## config.mk

```make
export PLATFORM = sky130hd
export DESIGN_NAME = frt_coherent_timer
export DESIGN_NICKNAME = d
export VERILOG_FILES = /design/src/rtl/frt_pkg.sv /design/src/rtl/frt_prescaler.sv /design/src/rtl/frt_counter.sv /design/src/rtl/frt_lo_latch.sv /design/src/rtl/frt_ovf_flag.sv /design/src/rtl/frt_coherent_timer.sv
export SDC_FILE = /design/constraint.sdc
export NUM_CORES = 1
export LEC_CHECK = 0
export ABC_AREA = 0
export BUFFER_PORTS_ARGS = -buffer_cell sky130_fd_sc_hd__clkbuf_2
export CAP_MARGIN = 20
export CORE_MARGIN = 2
export CORE_UTILIZATION = 38
export CTS_CLUSTER_DIAMETER = 30
export DETAILED_ROUTE_END_ITERATION = 6
export GPL_TIMING_DRIVEN = 0
export HOLD_SLACK_MARGIN = 0.06
export SETUP_SLACK_MARGIN = 0.5
export SLEW_MARGIN = 20
export SYNTH_ARGS = -nofsm -noshare
export SYNTH_HDL_FRONTEND = slang
export SYNTH_SLANG_ARGS = --single-unit
```

## constraint.sdc

```tcl
create_clock -name clk -period 1.5 [get_ports clk]
set_input_delay 0.075 -clock clk [delete_from_list [all_inputs] [get_ports clk]]
set_output_delay 0.075 -clock clk [all_outputs]
set_load 0.02 [all_outputs]
```

## src/rtl/frt_pkg.sv

```systemverilog
package frt_pkg;
  // Byte offsets; order is relied on by bench and software.
  localparam int unsigned OFS_PRI_HI = 0;
  localparam int unsigned OFS_PRI_LO = 1;
  localparam int unsigned OFS_ALT_HI = 2;
  localparam int unsigned OFS_ALT_LO = 3;
  localparam int unsigned OFS_STATUS = 4;
  localparam int unsigned OFS_CTRL   = 5;

  typedef struct packed {
    logic rd_hi;     // high byte read, either pair
    logic rd_lo;     // low byte read, either pair
    logic rd_pri_lo; // primary low read (clear path)
    logic rd_stat;   // status read
    logic wr_ctrl;   // control write
  } frt_dec_t;
endpackage

```

## src/rtl/frt_prescaler.sv

```systemverilog
module frt_prescaler #(
  parameter int DIV = 4
) (
  input  logic clk,
  input  logic rst,
  output logic tick_o
);
  localparam int PW = (DIV > 1) ? $clog2(DIV) : 1;
  localparam logic [PW-1:0] LAST = PW'(DIV - 1);

  logic [PW-1:0] phase_q;

  always_ff @(posedge clk) begin
    if (rst)                phase_q <= '0;
    else if (phase_q == LAST) phase_q <= '0;
    else                    phase_q <= phase_q + PW'(1);
  end

  assign tick_o = (phase_q == LAST);
endmodule

```

## src/rtl/frt_counter.sv

```systemverilog
module frt_counter #(
  parameter int W = 16
) (
  input  logic         clk,
  input  logic         rst,
  input  logic         tick_i,
  output logic [W-1:0] cnt_o,
  output logic         wrap_o
);
  localparam logic [W-1:0] RST_VAL = {W{1'b1}} - W'(3);

  logic [W-1:0] cnt_q;

  always_ff @(posedge clk) begin
    if (rst)         cnt_q <= RST_VAL;
    else if (tick_i) cnt_q <= cnt_q + W'(1);
  end

  assign cnt_o  = cnt_q;
  assign wrap_o = tick_i & (&cnt_q);
endmodule

```

## src/rtl/frt_lo_latch.sv

```systemverilog
module frt_lo_latch #(
  parameter int BW = 8
) (
  input  logic          clk,
  input  logic          rst,
  input  logic          rd_hi_i,
  input  logic          rd_lo_i,
  input  logic [BW-1:0] live_lo_i,
  output logic [BW-1:0] lo_data_o,
  output logic          held_o,
  output logic [BW-1:0] held_byte_o
);
  logic          held_q;
  logic [BW-1:0] byte_q;

  always_ff @(posedge clk) begin
    if (rst) begin
      held_q <= 1'b0;
      byte_q <= '0;
    end else if (rd_lo_i) begin
      held_q <= 1'b0;
    end else if (rd_hi_i && !held_q) begin
      held_q <= 1'b1;
      byte_q <= live_lo_i;
    end
  end

  assign lo_data_o   = held_q ? byte_q : live_lo_i;
  assign held_o      = held_q;
  assign held_byte_o = byte_q;
endmodule

```

## src/rtl/frt_ovf_flag.sv

```systemverilog
module frt_ovf_flag (
  input  logic clk,
  input  logic rst,
  input  logic wrap_i,
  input  logic stat_rd_i,
  input  logic pri_lo_rd_i,
  output logic flag_o
);
  logic flag_q;
  logic armed_q;

  always_ff @(posedge clk) begin
    if (rst) begin
      flag_q  <= 1'b0;
      armed_q <= 1'b0;
    end else if (wrap_i) begin
      flag_q  <= 1'b1;
      armed_q <= 1'b0;
    end else if (pri_lo_rd_i && armed_q) begin
      flag_q  <= 1'b0;
      armed_q <= 1'b0;
    end else if (stat_rd_i && flag_q) begin
      armed_q <= 1'b1;
    end
  end

  assign flag_o = flag_q;
endmodule

```

## src/rtl/frt_coherent_timer.sv

```systemverilog
module frt_coherent_timer
  import frt_pkg::*;
#(
  parameter int BUS_W    = 8,
  parameter int ADDR_W   = 3,
  parameter int PRESCALE = 4
) (
  input  logic              clk,
  input  logic              rst,
  input  logic [ADDR_W-1:0] bus_addr,
  input  logic              bus_rd,
  input  logic              bus_wr,
  input  logic [BUS_W-1:0]  bus_wdata,
  output logic [BUS_W-1:0]  bus_rdata,
  output logic              ovf_irq
);
  localparam int CNT_W   = 2 * BUS_W;
  localparam int TOF_BIT = BUS_W - 1;
  localparam int IE_BIT  = BUS_W - 3;

  frt_dec_t          dec;
  logic              tick;
  logic              wrap;
  logic [CNT_W-1:0]  cnt_q;
  logic [BUS_W-1:0]  lo_data;
  logic              buf_valid;
  logic [BUS_W-1:0]  buf_byte;
  logic              tof;
  logic              ie_q;
  logic [BUS_W-1:0]  rd_mux;
  logic              hi_rd;

  always_comb begin
    dec.rd_hi     = bus_rd && (bus_addr == ADDR_W'(OFS_PRI_HI) || bus_addr == ADDR_W'(OFS_ALT_HI));
    dec.rd_lo     = bus_rd && (bus_addr == ADDR_W'(OFS_PRI_LO) || bus_addr == ADDR_W'(OFS_ALT_LO));
    dec.rd_pri_lo = bus_rd && (bus_addr == ADDR_W'(OFS_PRI_LO));
    dec.rd_stat   = bus_rd && (bus_addr == ADDR_W'(OFS_STATUS));
    dec.wr_ctrl   = bus_wr && (bus_addr == ADDR_W'(OFS_CTRL));
  end
  assign hi_rd = dec.rd_hi;

  frt_prescaler #(.DIV(PRESCALE)) u_pre (
    .clk(clk), .rst(rst), .tick_o(tick)
  );

  frt_counter #(.W(CNT_W)) u_cnt (
    .clk(clk), .rst(rst), .tick_i(tick), .cnt_o(cnt_q), .wrap_o(wrap)
  );

  frt_lo_latch #(.BW(BUS_W)) u_latch (
    .clk(clk), .rst(rst),
    .rd_hi_i(dec.rd_hi), .rd_lo_i(dec.rd_lo),
    .live_lo_i(cnt_q[BUS_W-1:0]),
    .lo_data_o(lo_data), .held_o(buf_valid), .held_byte_o(buf_byte)
  );

  frt_ovf_flag u_flag (
    .clk(clk), .rst(rst), .wrap_i(wrap),
    .stat_rd_i(dec.rd_stat), .pri_lo_rd_i(dec.rd_pri_lo),
    .flag_o(tof)
  );

  always_ff @(posedge clk) begin
    if (rst)              ie_q <= 1'b0;
    else if (dec.wr_ctrl) ie_q <= bus_wdata[IE_BIT];
  end

  always_comb begin
    rd_mux = '0;
    if (dec.rd_hi)                                rd_mux = cnt_q[CNT_W-1:BUS_W];
    else if (dec.rd_lo)                           rd_mux = lo_data;
    else if (bus_addr == ADDR_W'(OFS_STATUS))     rd_mux[TOF_BIT] = tof;
    else if (bus_addr == ADDR_W'(OFS_CTRL))       rd_mux[IE_BIT] = ie_q;
  end

  always_ff @(posedge clk) begin
    if (rst)         bus_rdata <= '0;
    else if (bus_rd) bus_rdata <= rd_mux;
  end

  assign ovf_irq = tof & ie_q;
endmodule

```

==> out/qor.csv, run 1 <==
metric;value;unit
synth-seq-area-share;0.424;
cts_root_buf;clkbuf_8;
antenna_cells;0;
hold_viol_final;0;
leakagePower;1.13;nW
wl_met1;2180;um
path_cells;ha_4, buf_8, nand3_4, buf_6, nor4_4, xnor2_1, nand2b_1;
status;complete, no violations;
endpoint_kind;flop;
postRouteAntennaNets;0;
post_synth_instance_area;1790;um^2
area_growth;53.8;%
dr_wl_met2;2680;um
wirelength;5110;um
fp.dieW;72.7;um
grt_pass1_vias;1599;
htree_levels;2;
crit_path_max_fanout;5;
async_reset_ff_frac;0;
yosysWarningCount;0;
wire_per_inst;16.4;um
clkTransAtPathRegs;80;ps
hold_path.class;primary input to flop;
rows;24;
switching_share;0.264;
fin_setup_tns;0;ps
cts_sinks;38;
die_h;72.7;um
fp.coreArea;4440;um^2
synthCells;202;
ys_ff_latch;38;
io_buffers;14;
fin_skew;6.29;ps
dp_hpwl;2810;um
power_density;740;nW/um^2
syn_nets;219;
grt_max_degree;12;
synth_largest_area_cell;dfxtp_1;
vias;1683;
grt_pass1_wl;7900;um
synth_top_area_frac;0.424;
gp_congestion;0.731;
worstMarginPinSlew;682;ps
top_layer;met4;
comb_power_share;0.152;
drc;0;
via_per_inst;5.39;
synth_most_common_cell;dfxtp_1;
min_period;1370;ps
wl_met3;183;um
fin_crit_sh;0.910;
final_nets;277;
rsz0062_at_grt;true;
syn_area_per_cell;8.88;um^2
max_cap_violations;0;
die_area;5280;um^2
yosys_most_used_dff;dfxtp_1;
worstPathArrival;1550;ps
initial_core_util;0.403;
critPathLaunchType;flop;
seqPwrFrac;0.518;
critical_path_class;flop to flop;
numCtsBuffers;5;
final_cells;312;
ys_top_cells_by_area;dfxtp_1 42%, nand2_1 5.4%, a21oi_1 5.3%;
synth_edf_count;0;
clk_latency;290;ps
cts_tree;built;
grt_overflow_total;0;
clockBufferDepth;2;
p_sw;539;uW
finalSetupViolations;0;
required;1690;ps
detail_route.iter0.violations;103;
slowest_delay;350;ps
drt_first_pass_iters;4;
ys_types;37;
grtUsageTotal;0.197;
pin_count;24;
final_layout_size_suffix_gt1_frac;0.523;
antenna_found_initial;0;
peakVddDrop;0.651;mV
place_inst;268;
fmax;0.732;GHz
maxSlewViolCount;0;
internal_power;1.50;mW
synth_common_cells;38 x dfxtp_1, 26 x nand2_1, 19 x a21oi_1, 11 x nand2b_1, 10 x nor3_1;
slew_headroom;0.545;
p_clk_frac;0.331;
slowest_stage;dfxtp_2;
kinds of logic (layout without fill, tap and decap cells):
kind of cell,count (synthesis),after routing,synth area share
multiplexers,10,10,0.0600
buffers and inverters,17,74,0.0467
flip-flops,38,38,0.424
XOR/XNOR,10,10,0.0489
AND/OR/NAND/NOR,88,89,0.286
adder cells (fa/ha/maj),2,2,0.0140
AO/OA/AOI/OAI,37,37,0.120
path summary, 6_finish.rpt:
kind,from,cells past startpoint,endpoint,slack [ps]
max,u_pre.phase_q[0]$_SDFF_PP0_,7,u_cnt.cnt_o[14]$_SDFFE_PP1P_,130
min,rst,3,u_cnt.cnt_o[8]$_SDFFE_PP1P_,120
max reg2reg,u_pre.phase_q[0]$_SDFF_PP0_,7,u_cnt.cnt_o[14]$_SDFFE_PP1P_,130
min reg2reg,u_latch.held_byte_o[6]$_SDFFE_PP0P_,2,u_latch.held_byte_o[6]$_SDFFE_PP0P_,460
sequential cells by signal, indices dropped and copies added (netlist names):
name / flops
bus_rdata: 8
ie_q: 1
u_cnt.cnt_o: 16
u_flag.armed_q: 1
u_flag.flag_o: 1
u_latch.held_byte_o: 8
u_latch.held_o: 1
u_pre.phase_q: 2
metrics by stage:
step	area, um^2	total power [mW]	setup slack, ps	hold slack [ps]	util
after CTS	2460	1.99	163	104	0.553
after floorplan	1890	1.24	201	219	-
after detailed placement	2030	1.29	71.5	337	0.456
after global placement	2030	1.29	72.9	315	0.456
final	2760	2.04	135	124	0.620
after global routing	2760	2.13	76.7	140	0.620
per-layer routing:
| layer | track usage | vias to the layer above |
|---|---|---|
| li1 | - | 824 |
| met1 | 0.246 | 819 |
| met2 | 0.334 | 32 |
| met3 | 0.0456 | 8 |
| met4 | 0.0638 | 0 |
| met5 | 0 | - |
final cells by class:
class | instances | area (um^2)
plain buffers | 14 | 104
clock buffers | 5 | 68.8
clock inverters | 2 | 10.0
fillers | 379 | 1690
inverters | 3 | 11.3
multi-input cells | 148 | 1250
flip-flops and latches | 38 | 797
well taps | 52 | 65.1
repair buffers | 50 | 454
layout by cell type (no fill, tap or decap), drive strengths merged:
cell type and n:
and3 2, a31oi 7, a21oi 19, o21ai 4, a32oi 2, inv 3, nor2b 8, nand2 26
clkbuf 22, nor4b 2, and2 1, o21bai 2, dfxtp 38, mux2i 4, buf 46, xnor2 8
and3b 1, nand2b 11, nor4 4, xor2 2, nand4 5, nor3b 1, nand3b 2, dlygate4sd3 1
or3b 2, clkinv 2, a211oi 2, nor2 9, nand3 5, mux2 6, a41oi 1, ha 2
nor3 10
worst max-delay path: cells and delay by family (launching register included):
kind / cells / cell delay, ps
fa+ha+maj: 1 / 130
simple gates: 3 / 360
buf+inv: 2 / 270
xor+xnor: 1 / 150
flops: 1 / 350
what timing repair did:
| item | 4_1_cts | 5_1_grt |
|---|---|---|
| gates resized for setup | 41 | 47 |
| pin swaps | 25 | 21 |
| endpoints found under the setup margin | 33 | 38 |
| hold buffers | 1 | 0 |
| gates cloned | 3 | 0 |
| buffers inserted | 21 | 12 |
| hold endpoints to repair | 1 | 0 |
power by group through the flow:
stage	Combinational (mW)	Clock, mW	Sequential (mW)
3_5_place_dp	0.202	0	1.09
6_report	0.309	0.675	1.06
4_1_cts	0.255	0.679	1.06
2_1_floorplan	0.134	0	1.10
3_3_place_gp	0.200	0	1.09
5_1_grt	0.332	0.738	1.06
Note: power is estimated with default switching activity, not from simulation.
==> run 2, diff against run 1 <==
RECOVER_POWER = 50   (was not set)
==> run 2 against run 1 <==
Register-to-register slack hardly changed. Global-route usage stayed put. Critical path depth is 2 lower. Critical endpoint is now bus_rdata[2]$_SDFFE_PP0P_. Largest power group unchanged.
==> out/qor.csv, run 2 (same netlist as run 1, synthesis figures left out) <==
metric;value;unit;change
hold_viol_final;0;;unchanged
timing.rr.start;u_latch.held_o$_SDFFE_PP0P_;;
peakVddDrop;0.649;mV;-0.28%
numCtsBuffers;5;;unchanged
comb_power_share;0.143;;-0.009
rows;24;;unchanged
finalSetupViolations;0;;unchanged
cts_root_buf;clkbuf_8;;
final_cells;312;;unchanged
die_h;72.7;um;unchanged
io_buffers;14;;unchanged
fmax;0.734;GHz;+0.26%
startpoint;u_latch.held_o$_SDFFE_PP0P_;;
die_area;5280;um^2;unchanged
wire_per_inst;16.4;um;about the same
cp_num_buf_inv;2;;unchanged
antenna_found_initial;0;;unchanged
final_cell_mix;25 x dfxtp_1, 17 x buf_4, 15 x buf_6, 14 x clkbuf_1, 14 x nand2_1;;
slew_headroom;0.544;;-0.000984
nFillCells;397;;+4.7%
fin_setup_tns;0;ps;unchanged
max_cap_violations;0;;unchanged
multiInputGateArea;1230;um^2;-1.5%
postRouteAntennaNets;0;;unchanged
cts_sinks;38;;unchanged
dp_hpwl;2810;um;unchanged
critPathTopFamily;flip-flops;;
pin_count;24;;unchanged
p_clk_frac;0.333;;+0.002
drc;0;;unchanged
rsz0062_at_grt;true;;
fin_skew;6.92;ps;+0.628 ps
worstMarginPinSlew;684;ps;+1.48 ps
grtUsageTotal;0.197;;unchanged
maxSlewViolCount;0;;unchanged
critical_path_class;flop to flop;;
gp_congestion;0.731;;unchanged
clk_latency;290;ps;about the same
grt_overflow_total;0;;unchanged
leakagePower;1.07;nW;-4.9%
critPathLaunchType;flop;;
min_period;1360;ps;-3.51 ps
fp.dieW;72.7;um;unchanged
place_inst;268;;unchanged
internal_power;1.49;mW;-1.1%
final_layout_size_suffix_gt1_frac;0.458;;-0.0654
path_cells;clkbuf_1, buf_16, mux2_2, nand2_1, a21oi_1;;
drt_first_pass_iters;4;;unchanged
seqPwrFrac;0.523;;+0.005
largest_reg_flops;16;;unchanged
final_nets;277;;unchanged
p_sw;533;uW;-0.99%
status;complete, no violations;;
switching_share;0.264;;about the same
antenna_cells;0;;unchanged
cts_tree;built;;
wirelength;5110;um;about the same
fin_crit_sh;0.908;;-0.00234
hp-start;rst;;
slowest_stage;dfxtp_1;;
grt_pass1_vias;1599;;unchanged
endpoint_kind;flop;;
final_common_cell;dfxtp_1;;
initial_core_util;0.403;;unchanged
via_per_inst;5.38;;-0.36%
htree_levels;2;;unchanged
seqCellArea;792;um^2;-0.63%
clkTransAtPathRegs;80;ps;about the same
detail_route.iter0.violations;130;;+26%
worstPathArrival;1510;ps;-40 ps
vias;1677;;-0.36%
grt_pass1_wl;7900;um;unchanged
slowest_delay;410;ps;+60 ps
area_growth;50.4;%;
fp.coreArea;4440;um^2;unchanged
required;1650;ps;-40 ps
grt_max_degree;12;;unchanged
power_density;749;nW/um^2;+1.2%
crit_path_max_fanout;5;;unchanged
clockBufferDepth;2;;unchanged
hold_path.class;primary input to flop;;
-- run 2: worst paths after layout --
kind	slack [ps]	to	cells after the start
min reg2reg	460	u_latch.held_byte_o[6]$_SDFFE_PP0P_	2
max	140	bus_rdata[2]$_SDFFE_PP0P_	5
min	120	u_cnt.cnt_o[8]$_SDFFE_PP1P_	3
max reg2reg	140	bus_rdata[2]$_SDFFE_PP0P_	5
-- run 2: final cells by class --
class,instances,share of cell area
Buffer,14,0.0381
Tap cell,52,0.0241
Timing Repair Buffer,50,0.155
Inverter,3,0.00418
Multi-Input combinational cell,148,0.456
Clock buffer,5,0.0255
Clock inverter,2,0.00371
Sequential cell,38,0.294
-- run 2: routing by layer --
layer	track usage	vias to the layer above	routed length, um
li1	-	822	-
met1	0.246	815	2210
met2	0.334	32	2650
met3	0.0456	8	155
met4	0.0638	0	90
met5	0	-	0
-- run 2: per-stage QoR --
stage	hold slack (ps)	util	setup WS [ps]	instance area [um^2]	power, mW
detailed placement	337	0.456	71.5	2030	1.29
floorplan	219	-	201	1890	1.24
global placement	315	0.456	72.9	2030	1.29
CTS	104	0.553	163	2460	1.99
finish	123	0.607	138	2700	2.02
global route	140	0.607	39.3	2700	2.11
-- run 2: worst register-to-register path: stages (launching register included) --
cell      delay (ps)
dfxtp_1          410
clkbuf_1         210
buf_16           150
mux2_2           330
nand2_1           60
a21oi_1           60
-- run 2: power by group through the flow --
stage	combinational, mW	sequential [mW]	clock [mW]
after floorplan	0.134	1.10	0
after global placement	0.200	1.09	0
after detailed placement	0.202	1.09	0
after CTS	0.255	1.06	0.679
after global routing	0.311	1.06	0.738
final	0.290	1.06	0.673
-- run 2: repair_timing --
item,CTS,global route
cloned,3,0
buffers inserted,21,12
pin swaps,25,21
endpoints found under the setup margin,33,38
hold buffers,1,0
gates resized for setup,41,47
endpoints found under the hold margin,1,0
==> run 3, diff against run 2 <==
CORE_UTILIZATION = 30   (was 38)
SETUP_SLACK_MARGIN = not set   (was 0.5)
==> run 3 against run 2 <==
Critical path depth did not move. Clock power rose by 21%. Sequential share of layout area rose by 5.5 points. Clock skew fell by 5.7 ps. Die area rose by 25%. Critical path type unchanged.
==> out/qor.csv, run 3 (same netlist as run 1, synthesis figures left out) <==
metric;value;unit;change
grt_overflow_total;0;;unchanged
cp_num_buf_inv;1;;-1
maxSlewViolCount;0;;unchanged
fp.coreArea;5850;um^2;+32%
slowest_stage;dfxtp_2;;
pin_count;24;;unchanged
drt_first_pass_iters;4;;unchanged
status;complete, no violations;;
clk_latency;290;ps;about the same
critical_path_class;flop to flop;;
power_density;936;nW/um^2;+25%
largest_reg_flops;16;;unchanged
critPathLaunchType;flop;;
area_growth;23.5;%;
final_common_cell;dfxtp_1;;
antenna_cells;0;;unchanged
initial_core_util;0.306;;-0.0970
fin_setup_tns;0;ps;unchanged
startpoint;u_pre.phase_q[0]$_SDFF_PP0_;;
final_cell_mix;33 x dfxtp_1, 26 x nand2_1, 19 x a21oi_1, 15 x clkbuf_1, 11 x nand2b_1;;
grt_pass1_vias;1360;;-15%
clkTransAtPathRegs;70;ps;about the same
slew_headroom;0.628;;+0.0837
finalSetupViolations;0;;unchanged
endpoint_kind;flop;;
hold_viol_final;0;;unchanged
worstPathArrival;1570;ps;+60 ps
detail_route.iter0.violations;97;;-25%
die_area;6610;um^2;+25%
critPathTopFamily;simple AND/OR/NAND/NOR gates;;
path_cells;ha_4, buf_6, nand4_4, o21ai_2, or3b_1;;
fin_skew;1.26;ps;-5.65 ps
peakVddDrop;0.463;mV;-29%
dp_hpwl;2780;um;-1.2%
wirelength;4130;um;-19%
final_nets;246;;-11%
crit_path_end;u_cnt.cnt_o[5]$_SDFFE_PP1P_;;
wire_per_inst;13.5;um;-17%
vias;1502;;-10%
cts_tree;built;;
required;1670;ps;+20 ps
fmax;0.713;GHz;-3.0%
reg2reg_to;u_cnt.cnt_o[5]$_SDFFE_PP1P_;;
postRouteAntennaNets;0;;unchanged
fp.dieW;81.3;um;+12%
gp_congestion;0.748;;+2.3%
regToRegSetupSlack;100;ps;-40 ps
min_period;1400;ps;+41.5 ps
clockBufferDepth;2;;unchanged
grt_max_degree;12;;unchanged
crit_path_max_fanout;6;;+1
htree_levels;2;;unchanged
path_depth;5;;unchanged
cts_root_buf;clkbuf_8;;
numCtsBuffers;5;;unchanged
r2r.worst_path.cells;5;;unchanged
via_per_inst;4.92;;-8.4%
grtUsageTotal;0.132;;-0.0647
leakagePower;0.834;nW;-22%
die_h;81.3;um;+12%
fin_crit_sh;0.936;;+0.0277
final_layout_size_suffix_gt1_frac;0.209;;-0.249
rows;28;;+17%
slowest_delay;360;ps;-50 ps
io_buffers;14;;unchanged
max_cap_violations;0;;unchanged
drc;0;;unchanged
antenna_found_initial;0;;unchanged
worstMarginPinSlew;556;ps;-128 ps
hold_path.class;primary input to flop;;
final_util;0.379;;-0.228
grt_pass1_wl;6670;um;-16%
cts_sinks;38;;unchanged
timing.rr.start;u_pre.phase_q[0]$_SDFF_PP0_;;
==> run 3: what timing repair did <==
| item | 4_1_cts | 5_1_grt |
|---|---|---|
| endpoints found under the setup margin | 10 | 12 |
| cloned | 0 | 1 |
| resized for setup | 0 | 25 |
| pin swaps | 0 | 4 |
| hold buffers | 1 | 0 |
| buffers inserted | 0 | 4 |
| endpoints found under the hold margin | 1 | 0 |
==> run 3: through the flow <==
stage	area, um^2	setup WS (ps)	std cells	power, mW	hold slack, ps
floorplan	1790	70.3	202	1.21	219
global placement	1960	-107	291	1.27	311
detailed placement	1960	-109	291	1.27	318
CTS	2080	-117	300	2.09	115
global route	2210	-1.37	305	2.17	167
finish	2210	96.7	305	2.07	132
==> run 3: worst min-delay path: stages <==
cell and delay, ps:
clkbuf_2 80, nand3_1 90, mux2i_1 70, nor2_1 70
==> run 3: power breakdown <==
part           switching, mW  leakage (nW)  internal [mW]  total, mW
clock                  0.350        0.0575          0.464      0.814
combinational          0.112         0.466         0.0834      0.196
sequential            0.0232         0.310           1.04       1.06
==> run 3: final cells by class <==
cell class | instances | area [um^2]
Buffer | 14 | 85.1
Clock buffer | 8 | 110
Multi-Input combinational cell | 148 | 1050
Fill cell | 608 | 3640
Tap cell | 75 | 93.8
Timing Repair Buffer | 19 | 93.8
Sequential cell | 38 | 772
Inverter | 3 | 11.3
==> run 3: layer usage <==
metal,GRT usage,wire length (um),vias to the layer above
li1,-,-,760
met1,0.171,1930,708
met2,0.206,1970,26
met3,0.0389,165,8
met4,0.0525,56,0
met5,0,0,-
==> run 3: worst min-delay path by stage <==
stage                 start                           to  depth (start not counted)
3_3_place_gp   bus_wdata[5]            ie_q$_SDFFE_PP0P_                          3
3_5_place_dp   bus_wdata[5]            ie_q$_SDFFE_PP0P_                          3
4_1_cts                 rst  u_cnt.cnt_o[8]$_SDFFE_PP1P_                          3
5_1_grt              bus_wr            ie_q$_SDFFE_PP0P_                          4
2_1_floorplan  bus_wdata[5]            ie_q$_SDFFE_PP0P_                          2
6_report             bus_wr            ie_q$_SDFFE_PP0P_                          4
